$ cat src/rtl/gpio_edge_pkg.sv
package gpio_edge_pkg;
  localparam int PORT_BITS = 8;
  localparam int PORTS     = 4;
  localparam int LINES     = PORT_BITS * PORTS;

  typedef enum logic [1:0] {
    MODE_OFF  = 2'd0,
    MODE_FALL = 2'd1,
    MODE_RISE = 2'd2,
    MODE_BOTH = 2'd3
  } edge_mode_e;

  localparam int OFS_DIR      = 'h08;
  localparam int OFS_DATA     = 'h0C;
  localparam int OFS_STAT     = 'h10;
  localparam int OFS_MODE_LO  = 'h14;
  localparam int OFS_MODE_HI  = 'h18;
  localparam int OFS_CPU_BASE = 'h40;

  // Maps line order to word order for 1-bit registers; the map is its own inverse.
  function automatic logic [LINES-1:0] swz_flags(input logic [LINES-1:0] v, input bit rev);
    logic [LINES-1:0] r;
    r = '0;
    for (int l = 0; l < LINES; l++) begin
      r[rev ? l : PORT_BITS*(PORTS-1-l/PORT_BITS) + l%PORT_BITS] = v[l];
    end
    return r;
  endfunction

  // Maps line order to the packed mode pair; also its own inverse.
  function automatic logic [2*LINES-1:0] swz_mode(input logic [2*LINES-1:0] v, input bit rev);
    logic [2*LINES-1:0] r;
    r = '0;
    for (int l = 0; l < LINES; l++) begin
      r[2*(rev ? l : PORT_BITS*((l/PORT_BITS) ^ 1) + l%PORT_BITS) +: 2] = v[2*l +: 2];
    end
    return r;
  endfunction
endpackage

$ cat src/rtl/gpio_edge_detect.sv
module gpio_edge_detect
  import gpio_edge_pkg::*;
#(
  parameter int SYNC_STAGES = 2
) (
  input  logic                 clk,
  input  logic                 rst_n,
  input  logic [LINES-1:0]     pin_i,
  input  logic [2*LINES-1:0]   mode_i,
  output logic [LINES-1:0]     level_o,
  output logic [LINES-1:0]     event_o
);
  logic [SYNC_STAGES-1:0][LINES-1:0] stg_q;
  logic [LINES-1:0] prev_q;
  logic [LINES-1:0] rise, fall;

  always_ff @(posedge clk) begin
    if (!rst_n) begin
      stg_q  <= '0;
      prev_q <= '0;
    end else begin
      stg_q[0] <= pin_i;
      for (int s = 1; s < SYNC_STAGES; s++) stg_q[s] <= stg_q[s-1];
      prev_q <= level_o;
    end
  end

  assign level_o = stg_q[SYNC_STAGES-1];
  assign rise    = level_o & ~prev_q;
  assign fall    = ~level_o & prev_q;

  for (genvar l = 0; l < LINES; l++) begin : g_line
    edge_mode_e m;
    assign m = edge_mode_e'(mode_i[2*l +: 2]);
    assign event_o[l] = ((m == MODE_RISE || m == MODE_BOTH) && rise[l]) ||
                        ((m == MODE_FALL || m == MODE_BOTH) && fall[l]);
  end

  AST_EVT_NEEDS_CHANGE: assert property (@(posedge clk) disable iff (!rst_n)
    1'b1 |=> ((event_o & ~(level_o ^ $past(level_o))) == '0));
endmodule

$ cat src/rtl/gpio_irq_route.sv
module gpio_irq_route
  import gpio_edge_pkg::*;
#(
  parameter int NUM_CPUS = 2
) (
  input  logic [LINES-1:0]               stat_i,
  input  logic [NUM_CPUS-1:0][LINES-1:0] en_i,
  output logic [NUM_CPUS-1:0]            irq_o
);
  for (genvar c = 0; c < NUM_CPUS; c++) begin : g_cpu
    assign irq_o[c] = |(stat_i & en_i[c]);
  end
endmodule

$ cat src/rtl/gpio_edge_ctrl.sv
module gpio_edge_ctrl
  import gpio_edge_pkg::*;
#(
  parameter int NUM_CPUS       = 2,
  parameter int SYNC_STAGES    = 2,
  parameter bit REVERSED_ORDER = 1'b0,
  parameter int ADDR_W         = 8
) (
  input  logic                clk,
  input  logic                rst_n,
  input  logic                bus_we,
  input  logic [ADDR_W-1:0]   bus_addr,
  input  logic [31:0]         bus_wdata,
  output logic [31:0]         bus_rdata,
  input  logic [31:0]         gpio_in,
  output logic [31:0]         gpio_out,
  output logic [31:0]         gpio_oe,
  output logic [NUM_CPUS-1:0] cpu_irq
);
  localparam int CPU_IDX_W = (NUM_CPUS > 1) ? $clog2(NUM_CPUS) : 1;

  logic [LINES-1:0]   dir_q, dout_q, stat_q;
  logic [LINES-1:0]   line_evt, level_s, wr_l, clr_l;
  logic [2*LINES-1:0] mode_q, mode_pair, mode_d;
  logic [NUM_CPUS-1:0][LINES-1:0] en_q;

  logic hit_dir, hit_data, hit_stat, hit_mlo, hit_mhi, hit_cpu;
  logic [ADDR_W-1:0]    cpu_off;
  logic [CPU_IDX_W-1:0] cpu_sel;

  // Address decode
  assign hit_dir  = bus_addr == ADDR_W'(OFS_DIR);
  assign hit_data = bus_addr == ADDR_W'(OFS_DATA);
  assign hit_stat = bus_addr == ADDR_W'(OFS_STAT);
  assign hit_mlo  = bus_addr == ADDR_W'(OFS_MODE_LO);
  assign hit_mhi  = bus_addr == ADDR_W'(OFS_MODE_HI);
  assign cpu_off  = bus_addr - ADDR_W'(OFS_CPU_BASE);
  assign hit_cpu  = (bus_addr >= ADDR_W'(OFS_CPU_BASE)) && (cpu_off[1:0] == 2'b00) &&
                    (int'(cpu_off >> 2) < NUM_CPUS);
  assign cpu_sel  = CPU_IDX_W'(cpu_off >> 2);

  assign wr_l  = swz_flags(bus_wdata, REVERSED_ORDER);
  assign clr_l = (bus_we && hit_stat) ? wr_l : '0;

  always_comb begin
    mode_pair = swz_mode(mode_q, REVERSED_ORDER);
    mode_d    = mode_q;
    if (bus_we && hit_mlo) mode_d = swz_mode({mode_pair[63:32], bus_wdata}, REVERSED_ORDER);
    if (bus_we && hit_mhi) mode_d = swz_mode({bus_wdata, mode_pair[31:0]}, REVERSED_ORDER);
  end

  gpio_edge_detect #(.SYNC_STAGES(SYNC_STAGES)) u_detect (
    .clk     (clk),
    .rst_n   (rst_n),
    .pin_i   (gpio_in),
    .mode_i  (mode_q),
    .level_o (level_s),
    .event_o (line_evt)
  );

  always_ff @(posedge clk) begin
    if (!rst_n) begin
      dir_q  <= '0;
      dout_q <= '0;
      stat_q <= '0;
      mode_q <= '0;
      en_q   <= '0;
    end else begin
      if (bus_we && hit_dir)  dir_q  <= wr_l;
      if (bus_we && hit_data) dout_q <= wr_l;
      mode_q <= mode_d;
      stat_q <= (stat_q & ~clr_l) | line_evt;
      for (int c = 0; c < NUM_CPUS; c++) begin
        if (bus_we && hit_cpu && int'(cpu_sel) == c) en_q[c] <= wr_l;
      end
    end
  end

  always_comb begin
    bus_rdata = '0;
    if (hit_dir)       bus_rdata = swz_flags(dir_q, REVERSED_ORDER);
    else if (hit_data) bus_rdata = swz_flags((dir_q & dout_q) | (~dir_q & level_s), REVERSED_ORDER);
    else if (hit_stat) bus_rdata = swz_flags(stat_q, REVERSED_ORDER);
    else if (hit_mlo)  bus_rdata = mode_pair[31:0];
    else if (hit_mhi)  bus_rdata = mode_pair[63:32];
    else if (hit_cpu)  bus_rdata = swz_flags(en_q[cpu_sel], REVERSED_ORDER);
  end

  gpio_irq_route #(.NUM_CPUS(NUM_CPUS)) u_route (
    .stat_i (stat_q),
    .en_i   (en_q),
    .irq_o  (cpu_irq)
  );

  assign gpio_out = dout_q;
  assign gpio_oe  = dir_q;

  AST_STAT_W1C: assert property (@(posedge clk) disable iff (!rst_n)
    (bus_we && hit_stat) |=> ((stat_q & $past(wr_l & ~line_evt)) == '0));
  AST_EVT_WINS: assert property (@(posedge clk) disable iff (!rst_n)
    1'b1 |=> (($past(line_evt) & ~stat_q) == '0));
  AST_NO_SPURIOUS: assert property (@(posedge clk) disable iff (!rst_n)
    1'b1 |=> ((stat_q & ~$past(stat_q) & ~$past(line_evt)) == '0));
  AST_DIR_HOLD: assert property (@(posedge clk) disable iff (!rst_n)
    !bus_we |=> $stable(gpio_oe));
  AST_IRQ_IDLE: assert property (@(posedge clk) disable iff (!rst_n)
    (stat_q == '0) |-> (cpu_irq == '0));
endmodule

$ cat config.mk
export PLATFORM = sky130hd
export DESIGN_NAME = gpio_edge_ctrl
export DESIGN_NICKNAME = d
export VERILOG_FILES = /design/src/rtl/gpio_edge_pkg.sv /design/src/rtl/gpio_edge_detect.sv /design/src/rtl/gpio_irq_route.sv /design/src/rtl/gpio_edge_ctrl.sv
export SDC_FILE = /design/constraint.sdc
export NUM_CORES = 1
export LEC_CHECK = 0
export CORE_ASPECT_RATIO = 0.5
export CORE_UTILIZATION = 64
export DETAILED_ROUTE_END_ITERATION = 10
export DONT_BUFFER_PORTS = 1
export GPL_ROUTABILITY_DRIVEN = 0
export PLACE_DENSITY = 0.8
export SYNTH_ARGS = -nofsm -noshare
export SYNTH_HDL_FRONTEND = slang
export SYNTH_HIERARCHICAL = 1
export SYNTH_SLANG_ARGS = --single-unit
export TNS_END_PERCENT = 50
$ cat constraint.sdc
create_clock -name clk -period 2.33 [get_ports clk]
set_clock_uncertainty 0.2 [all_clocks]
set_input_delay 0.233 -clock clk [delete_from_list [all_inputs] [get_ports clk]]
set_output_delay 0.233 -clock clk [all_outputs]
set_load 0.01 [all_outputs]
; Word-level counts from Yosys, hierarchy flattened
; Cells that the tools add are included.
[classes]
eq_ne = 101
reduce_logical = 174
addsub = 1
bitwise = 15
n_mux = 11
mul = 0
order_cmp = 3
shifts = 0
div_mod_pow = 0
[ops]
columns = cell, count
row1 = 32-bit two-way mux, 10
row2 = 32-bit AND, 7
row3 = "2-bit == test, second input constant", 64
row4 = 32-bit NOT, 4
row5 = 1-bit logical OR, 96
row6 = 1-bit logical AND, 74
row7 = "2-bit by 1-bit == test with 1-bit output, second input constant", 32
row8 = 64-bit two-way mux, 1
row9 = 32-bit OR, 2
row10 = 32-bit OR reduction, 2
row11 = "8-bit by 5-bit == test with 1-bit output, second input constant", 3
row12 = "8-bit by 4-bit == test with 1-bit output, second input constant", 2
row13 = "8-bit by 7-bit greater-or-equal comparator with 1-bit output, second input constant", 1
row14 = "8-bit by 7-bit subtractor with 8-bit output, second input constant", 1
row15 = "6-bit by 2-bit less-than comparator with 1-bit output, second input constant", 1
row16 = 2-bit logical NOT, 1
row17 = "1-bit by 2-bit less-than comparator with 1-bit output, second input constant", 1
row18 = 1-bit NOT, 2
row19 = 2-bit AND reduction, 1
[totals]
elab_cells = 315
mem_count = 0
in_bits = 75
latch_bits = 0
mem_bits_rw = 0
output_inout_bits = 98
ff_bits = 320
rom_bits = 0

; Depth between registers and ports, before layout
; Gate-level depths: netlist of the first run.
[logic_depth]
depth_word = 10
mapped_depth = 8
depth_no_buf = 5

; By module
; The synthesis of the first run kept the hierarchy.
[modules_own_cells]
columns = module, cells_per_inst, seq_area_each_um2, area_per_inst_um2, n_inst
row1 = gpio_edge_ctrl, 1430, 4484.3, 10894.2, 1
row2 = gpio_edge_detect, 330, 1921.8, 3364.5, 1
row3 = gpio_irq_route, 42, 0.0, 315.3, 1

; Worst setup path after synthesis of the first run
; No wires, ideal clock.
[synth_path]
path_type = input-to-output
from = input port bus_addr[2]
to = output port bus_rdata[23]
slack_ns = 0.409
arrival_time_ns = 1.488
stages = 5
required_ns = 1.897
n_path_buf = 3
cell_sequence = buf_2 buf_2 clkbuf_1 a21oi_1 o32ai_1
[synth_between]
elab_chain_cells = 9
word_cells_on_any_way = 18
classes_between = 1 x add/sub / 2 x order compare / 5 x eq/ne / 8 x mux / 2 x reduce/logical
[synth_lines]
columns = element, line_no
row1 = start: declaration, gpio_edge_ctrl.sv:12  ; input logic [ADDR_W-1:0] bus_addr,
row2 = 8-bit by 7-bit subtractor with 8-bit output / 8-bit by 7-bit greater-or-equal comparator with 1-bit output (equally long branches), "gpio_edge_ctrl.sv:37, gpio_edge_ctrl.sv:38"
row3 = 6-bit by 2-bit less-than comparator with 1-bit output (tied with other cells), gpio_edge_ctrl.sv:39  ; (int'(cpu_off >> 2) < NUM_CPUS);
row4 = 1-bit logical AND / 32-bit two-way mux (equally long branches), "gpio_edge_ctrl.sv:38, gpio_edge_ctrl.sv:86"
row5 = 32-bit two-way mux, gpio_edge_ctrl.sv:86  ; else if (hit_cpu) bus_rdata = swz_flags(en_q[cpu_sel], REVERSED_ORDER);
row6 = 32-bit two-way mux, gpio_edge_ctrl.sv:85  ; else if (hit_mhi) bus_rdata = mode_pair[63:32];
row7 = 32-bit two-way mux, gpio_edge_ctrl.sv:84  ; else if (hit_mlo) bus_rdata = mode_pair[31:0];
row8 = 32-bit two-way mux, gpio_edge_ctrl.sv:83  ; else if (hit_stat) bus_rdata = swz_flags(stat_q, REVERSED_ORDER);
row9 = 32-bit two-way mux, gpio_edge_ctrl.sv:82  ; else if (hit_data) bus_rdata = swz_flags((dir_q & dout_q) | (~dir_q & level_s), REVERSED_ORDER);
row10 = 32-bit two-way mux (*), gpio_edge_ctrl.sv:81  ; if (hit_dir) bus_rdata = swz_flags(dir_q, REVERSED_ORDER);
row11 = end: declaration, gpio_edge_ctrl.sv:14  ; output logic [31:0] bus_rdata,
; Every way passes the cells marked *; elsewhere a longest branch is shown, timed or not. The select of a mux whose other input is x is not followed.

; Worst setup path after layout of the first run
[layout_path]
from = register stat_q[29]
to = output port cpu_irq[1]
[layout_between]
elab_chain_cells = 2
[layout_lines]
columns = element, line_no
row1 = start: declaration, gpio_edge_ctrl.sv:22  ; logic [LINES-1:0] dir_q, dout_q, stat_q;
row2 = start signal: assignment, gpio_edge_ctrl.sv:72  ; stat_q <= (stat_q & ~clr_l) | line_evt;
row3 = 32-bit AND, gpio_irq_route.sv:11  ; assign irq_o[c] = |(stat_i & en_i[c]);
row4 = 32-bit OR reduction, gpio_irq_route.sv:11
row5 = end: declaration, gpio_edge_ctrl.sv:18  ; output logic [NUM_CPUS-1:0] cpu_irq
; No other way between the ends.

==> results.py, run 1 <==
metrics = {
    "sta": {
        "max_slew.worst_pin.slew_ps": 581,
        "rsz0062_at_grt": "true",
        "fin_crit_sh": 1.03,
        "post-route-min-period_ps": 2400,
        "final.setup.worst_slack_ps": -73.4,
        "relSlewSlack": 0.613,
        "max_freq_mhz": 416,
        "finalSetupTns_ps": -202,
        "setup_violations": 3,
        "slew_violations": 0,
        "hold_violations": 0,
    },
    "grt": {
        "grt_max_degree": 175,
        "grt_pass1_vias": 14600,
        "antenna_found_initial": 5,
        "grt_pass1_wl_um": 81300,
        "grt.total_usage": 0.453,
        "grt-ovfl-total": 0,
    },
    "placement": {
        "dp_hpwl_um": 30700,
        "port_buffers": 0,
    },
    "floorplanning": {
        "die_w_um": 215,
        "start_util": 0.662,
        "dieArea_sq_mm": 0.0234,
        "core_sq_mm": 0.0220,
        "io_pins": 173,
        "rows": 38,
        "die_h_um": 109,
    },
    "power": {
        "total_leakage_power_uw": 0.00690,
        "p_comb_frac": 0.048,
        "ir_drop_mv": 0.545,
        "power_switching_uw": 2440,
        "switching_share": 0.227,
        "internal_power_uw": 8320,
        "clkPwrFrac": 0.431,
        "power_density_mw_per_mm2": 589,
        "total_power_uw": 10800,
        "p_seq_frac": 0.520,
    },
    "setup_path": {
        "required_ps": 1900,
        "endpoint_kind": "output port",
        "crit_fanout": 4,
        "path_class": "reg2out",
        "crit_path_top_delay_cell": "or4_4",
        "critPathArrivalTime_ps": 1970,
        "worstRegToRegCells": 3,
        "crit_chain": "a22oi_1, nand4_1, or4_4",
        "start_kind": "flip-flop",
        "cpPeakStageDelay_ps": 580,
    },
    "finish": {
        "layout.nets": 2073,
        "multiInputGateArea_sq_mm": 0.00725,
        "area_growth_pct": 25.3,
        "layout-drive-gt1-share": 0.0704,
        "nFillCells": 1275,
        "final-seq-area_sq_mm": 0.00641,
        "layout.cells.most_common": "nand2_1",
        "final_cell_mix": "nand2_1 (451), dfxtp_1 (313), dlygate4sd3_1 (257)",
    },
    "routing": {
        "drt-initial-drc-count": 2821,
        "dr_total_vias": 15200,
        "wl_per_cell_um": 23.5,
        "drt_pass1_iterations": 8,
        "vias_per_cell": 6.57,
        "totalWireLength_um": 54400,
        "ant_nets": 0,
        "route.detailed.drc": 0,
    },
    "cts": {
        "ctsRootBufferMaster": "clkbuf_16",
        "clkLatencyLatePin_ps": 570,
        "cts_tree": "done",
        "clkTransAtPathRegs_ps": 70,
        "clockBufferDepth": 3,
        "cts_setup_buffers": 0,
        "cts.sinks": 320,
        "cts_made_buffers": 27,
        "cts.htree.levels": 1,
    },
    "logic_synthesis": {
        "yosysUniqueCellTypes": 35,
        "netlist_area_sq_mm": 0.0146,
        "yosys.area.top_type": "dfxtp_1",
        "avgSynthCellArea_sq_um": 8.09,
        "syn_nets": 1877,
        "synth_seq_cells": 320,
        "yosys.area.top_type_share": 0.440,
        "ys_warn_count": 6,
        "netlist_instances": 1802,
        "ys_seq_area_frac": 0.440,
        "synth.area.top_cells": "dfxtp_1 (44%), nand2_1 (12%), a21boi_0 (6.2%)",
    },
    "worst_hold_path": {
        "min_path_cells": 4,
        "hold_path_class": "in2reg",
    },
    "run_status": {
        "violations": "negative setup slack",
        "status": "finished, violations left",
    },
    "job": {
        "maxCapViolations": 0,
    },
}
## layer usage
metal  track usage  up-vias  share of wire
li1              -     6438              -
met1         0.580     7062           0.37
met2         0.666     1373           0.40
met3         0.179      362           0.17
met4         0.224        6          0.053
met5             0        -        0.00072
## cell type report
class / count / share of cell area
Antenna cell: 3 / 0.000411
Clock buffer: 39 / 0.0422
Clock inverter: 8 / 0.00527
Inverter: 33 / 0.00678
Multi-Input combinational cell: 1291 / 0.397
Sequential cell: 320 / 0.351
Tap cell: 300 / 0.0205
Timing Repair Buffer: 325 / 0.177
## flip-flops by register name, indices dropped and copies added, names as in the netlist
name / flops
en_q: 64
gpio_oe: 32
gpio_out: 32
mode_q: 64
stat_q: 32
u_detect/level_o: 32
u_detect/prev_q: 32
u_detect/stg_q: 32
## logic make-up (layout without fill, tap and decap cells)
| group | after synthesis | in the layout | synth area share |
|---|---|---|---|
| compound gates | 546 | 546 | 0.246 |
| mux | 32 | 32 | 0.0220 |
| other cells | 0 | 3 | 0 |
| flops | 320 | 320 | 0.440 |
| simple gates | 713 | 713 | 0.224 |
| buf+inv | 191 | 405 | 0.0687 |
## timing repair
item,4_1_cts,5_1_grt
setup endpoints to repair,2,6
hold endpoints to repair,320,0
hold buffers,258,0
resized for setup,3,20
pin swaps,0,2
## critical path, delay by kind of cell, from the launching register on
family	cells	cell delay [ps]
AO/OA/AOI/OAI	1	270
flip-flops	1	390
AND/OR/NAND/NOR	2	740
## final timing paths
path,start,endpoint,slack [ps]
max,stat_q[29],cpu_irq[1],-70
min,bus_we,mode_q[47],30
max reg2reg,u_detect/level_o[23],stat_q[23],350
min reg2reg,u_detect/stg_q[6],u_detect/level_o[6],230
## cells in the mapped netlist
cell type and number:
a21o_1 2, a21boi_1 104, nor3b_2 1, nor4b_4 1, buf_6 17, or2_1 1
o32ai_1 30, nand3_1 6, clkbuf_1 79, inv_1 32, nand2_1 451, nor2_1 70
nor2b_1 1, a21oi_1 94, a22oi_2 2, o22ai_1 2, and3_1 2, o21ai_0 130
a22oi_1 30, and2_1 129, dfxtp_1 320, o21a_1 32, nand2b_1 1, mux2i_1 32
nand3b_2 1, buf_1 5, buf_2 23, nor3b_4 1, buf_4 34, a21boi_0 120
nor4_4 2, inv_2 1, or4_1 2, nand3b_1 32, nand4_1 12
## power groups by stage
stage               Sequential, uW  Combinational (uW)  Clock (uW)
floorplan                     5690                 308           0
global placement              5720                 226           0
detailed placement            5720                 230           0
CTS                           5590                 491        4560
global route                  5600                 538        4810
finish                        5600                 522        4640
## stage by stage
stage	hold WS (ps)	setup slack [ps]	std cells	utilization	instance area, sq um
after global placement	164	211	2011	0.668	14700
after CTS	3.00	-0.802	2316	0.826	18200
final	26.4	-73.4	2319	0.830	18300
after floorplan	160	409	1802	-	14600
after detailed placement	163	151	2011	0.668	14700
after global routing	14.5	-42.6	2317	0.830	18300
Note: power is estimated with default switching activity, not from simulation.
==> run 2: changes to the inputs <==
CELL_PAD_IN_SITES_DETAIL_PLACEMENT = 0   (was unset)
CELL_PAD_IN_SITES_GLOBAL_PLACEMENT = 1   (was unset)
CORE_UTILIZATION = 47   (was 64)
PLACE_DENSITY = unset   (was 0.8)
PLACE_DENSITY_LB_ADDON = 0.1   (was unset)
SLEW_MARGIN = 10   (was unset)
==> results.py, run 2 (same netlist as run 1, synthesis figures left out) <==
metrics = {
    "cts": {
        "cts_tree": "done",
        "clockBufferDepth": 3,
        "clkLatencyLatePin_ps": 570,
        "ctsRootBufferMaster": "clkbuf_16",
        "cts.htree.levels": 1,
        "cts.sinks": 320,
        "clkTransAtPathRegs_ps": 70,
        "cts_made_buffers": 29,
    },
    "finish": {
        "reg_top3": "en_q: 64 flops, mode_q: 64 flops",
        "layout.nets": 2089,
        "layout-drive-gt1-share": 0.0835,
        "area_growth_pct": 29.3,
        "layout.cells.most_common": "nand2_1",
        "final_cell_mix": "nand2_1 (451), dfxtp_1 (300), dlygate4sd3_1 (270)",
    },
    "grt": {
        "grt-ovfl-total": 0,
        "grt_pass1_vias": 13300,
        "grt_pass1_wl_um": 83000,
        "antenna_found_initial": 3,
        "grt.total_usage": 0.346,
        "grt_max_degree": 175,
    },
    "setup_path": {
        "worstSetupPathDepth": 3,
        "required_ps": 1900,
        "crit_chain": "a22oi_2, nand4_1, or4_4",
        "rr_endpoint": "gpio_out[12]",
        "crit_fanout": 4,
        "crit_path_top_delay_cell": "or4_4",
        "endpoint": "cpu_irq[1]",
        "reg2reg_from": "gpio_out[12]",
        "path_class": "reg2out",
        "endpoint_kind": "output port",
        "worstRegToRegCells": 3,
        "critPathArrivalTime_ps": 1940,
        "reg2reg_setup_slack_ps": 680,
        "cpPeakStageDelay_ps": 550,
        "worst_path_dominant_cell_family": "simple AND/OR/NAND/NOR gates",
        "worst-path-buf-inv": 0,
        "cp-startpoint": "stat_q[3]",
        "start_kind": "flip-flop",
    },
    "sta": {
        "slew_violations": 0,
        "fin_crit_sh": 1.02,
        "hold_violations": 1,
        "relSlewSlack": 0.401,
        "max_slew.worst_pin.slew_ps": 889,
        "setup_violations": 3,
        "post-route-min-period_ps": 2380,
        "final.setup.worst_slack_ps": -47.5,
        "hold_slack_ps": -6.36,
        "max_freq_mhz": 421,
        "finalSetupTns_ps": -95.7,
        "rsz0062_at_grt": "true",
    },
    "floorplanning": {
        "io_pins": 173,
        "rows": 45,
        "die_w_um": 251,
        "start_util": 0.479,
        "core_sq_mm": 0.0304,
        "die_h_um": 127,
        "dieArea_sq_mm": 0.0318,
    },
    "routing": {
        "wl_per_cell_um": 23.1,
        "totalWireLength_um": 56300,
        "route.detailed.drc": 0,
        "drt-initial-drc-count": 1479,
        "dr_total_vias": 14100,
        "vias_per_cell": 5.78,
        "ant_nets": 0,
        "drt_pass1_iterations": 6,
    },
    "run_status": {
        "status": "finished, violations left",
        "violations": "negative hold slack, negative setup slack",
    },
    "placement": {
        "dp_hpwl_um": 34100,
        "port_buffers": 0,
    },
    "power": {
        "total_leakage_power_uw": 0.00708,
        "power_density_mw_per_mm2": 612,
        "ir_drop_mv": 0.592,
        "total_power_uw": 11500,
    },
    "worst_hold_path": {
        "hold_path_class": "in2reg",
    },
    "job": {
        "maxCapViolations": 0,
    },
}
run 2: cell types whose count changed in the layout (fill, tap and decap cells not counted), moves of 5 or more:
cell	before	now
buf_12	10	15
buf_4	57	51
clkbuf_1	7	1
dfxtp_1	313	300
dfxtp_2	7	19
dlygate4sd3_1	257	270
run 2: cell type report:
class / count / area [sq um]
Timing Repair Buffer: 339 / 3450
Clock buffer: 36 / 812
Fill cell: 2690 / 11600
Clock inverter: 17 / 250
Antenna cell: 2 / 5.00
Multi-Input combinational cell: 1291 / 7270
Tap cell: 399 / 499
Inverter: 33 / 124
Sequential cell: 320 / 6430
run 2: repair_timing:
action,in CTS,in global routing
pin swaps,4,3
hold buffers,270,2
gates resized for setup,20,25
gates cloned,0,1
endpoints found under the hold margin,320,1
setup endpoints to repair,4,15
setup buffers,0,1
run 2: metal layers:
| metal | track usage | vias up | share of wire |
|---|---|---|---|
| met5 | 0 | - | 0 |
| met4 | 0.103 | 0 | 0.027 |
| met3 | 0.112 | 82 | 0.12 |
| met2 | 0.518 | 709 | 0.42 |
| met1 | 0.473 | 6825 | 0.43 |
| li1 | - | 6472 | - |
run 2: stage by stage:
| step | area, sq um | instances | hold WS, ps | setup WS, ps | utilization |
|---|---|---|---|---|---|
| final | 18800 | 2437 | -6.36 | -47.5 | 0.620 |
| after global routing | 18800 | 2437 | 6.41 | -58.1 | 0.620 |
| after CTS | 18700 | 2431 | 0.324 | -15.0 | 0.616 |
| after detailed placement | 14900 | 2108 | 163 | 106 | 0.490 |
| after floorplan | 14600 | 1802 | 160 | 409 | - |
| after global placement | 14900 | 2108 | 161 | 123 | 0.490 |
run 2: power by group:
part	total, uW	internal (uW)	switching [uW]	leakage (uW)
Sequential	5590	5540	59.1	0.00260
Combinational	521	265	255	0.00396
Clock	5410	3140	2270	0.000519
Total	11500	8940	2580	0.00708
run 2: worst min-delay path, stage by stage:
cell,delay [ps]
nand3_2,90
nor2_2,60
buf_12,170
nand2_1,80
a21boi_0,70
run 2: worst min path at each step:
stage | from | end | slack [ps] | cells after the start
after floorplan | gpio_in[31] | u_detect/stg_q[31] | 160 | 1
after global placement | gpio_in[20] | u_detect/stg_q[20] | 160 | 1
after detailed placement | gpio_in[1] | u_detect/stg_q[1] | 160 | 1
after CTS | bus_we | en_q[63] | 0.3 | 5
after global routing | rst_n | stat_q[21] | 6 | 2
final | bus_we | en_q[29] | -6 | 5
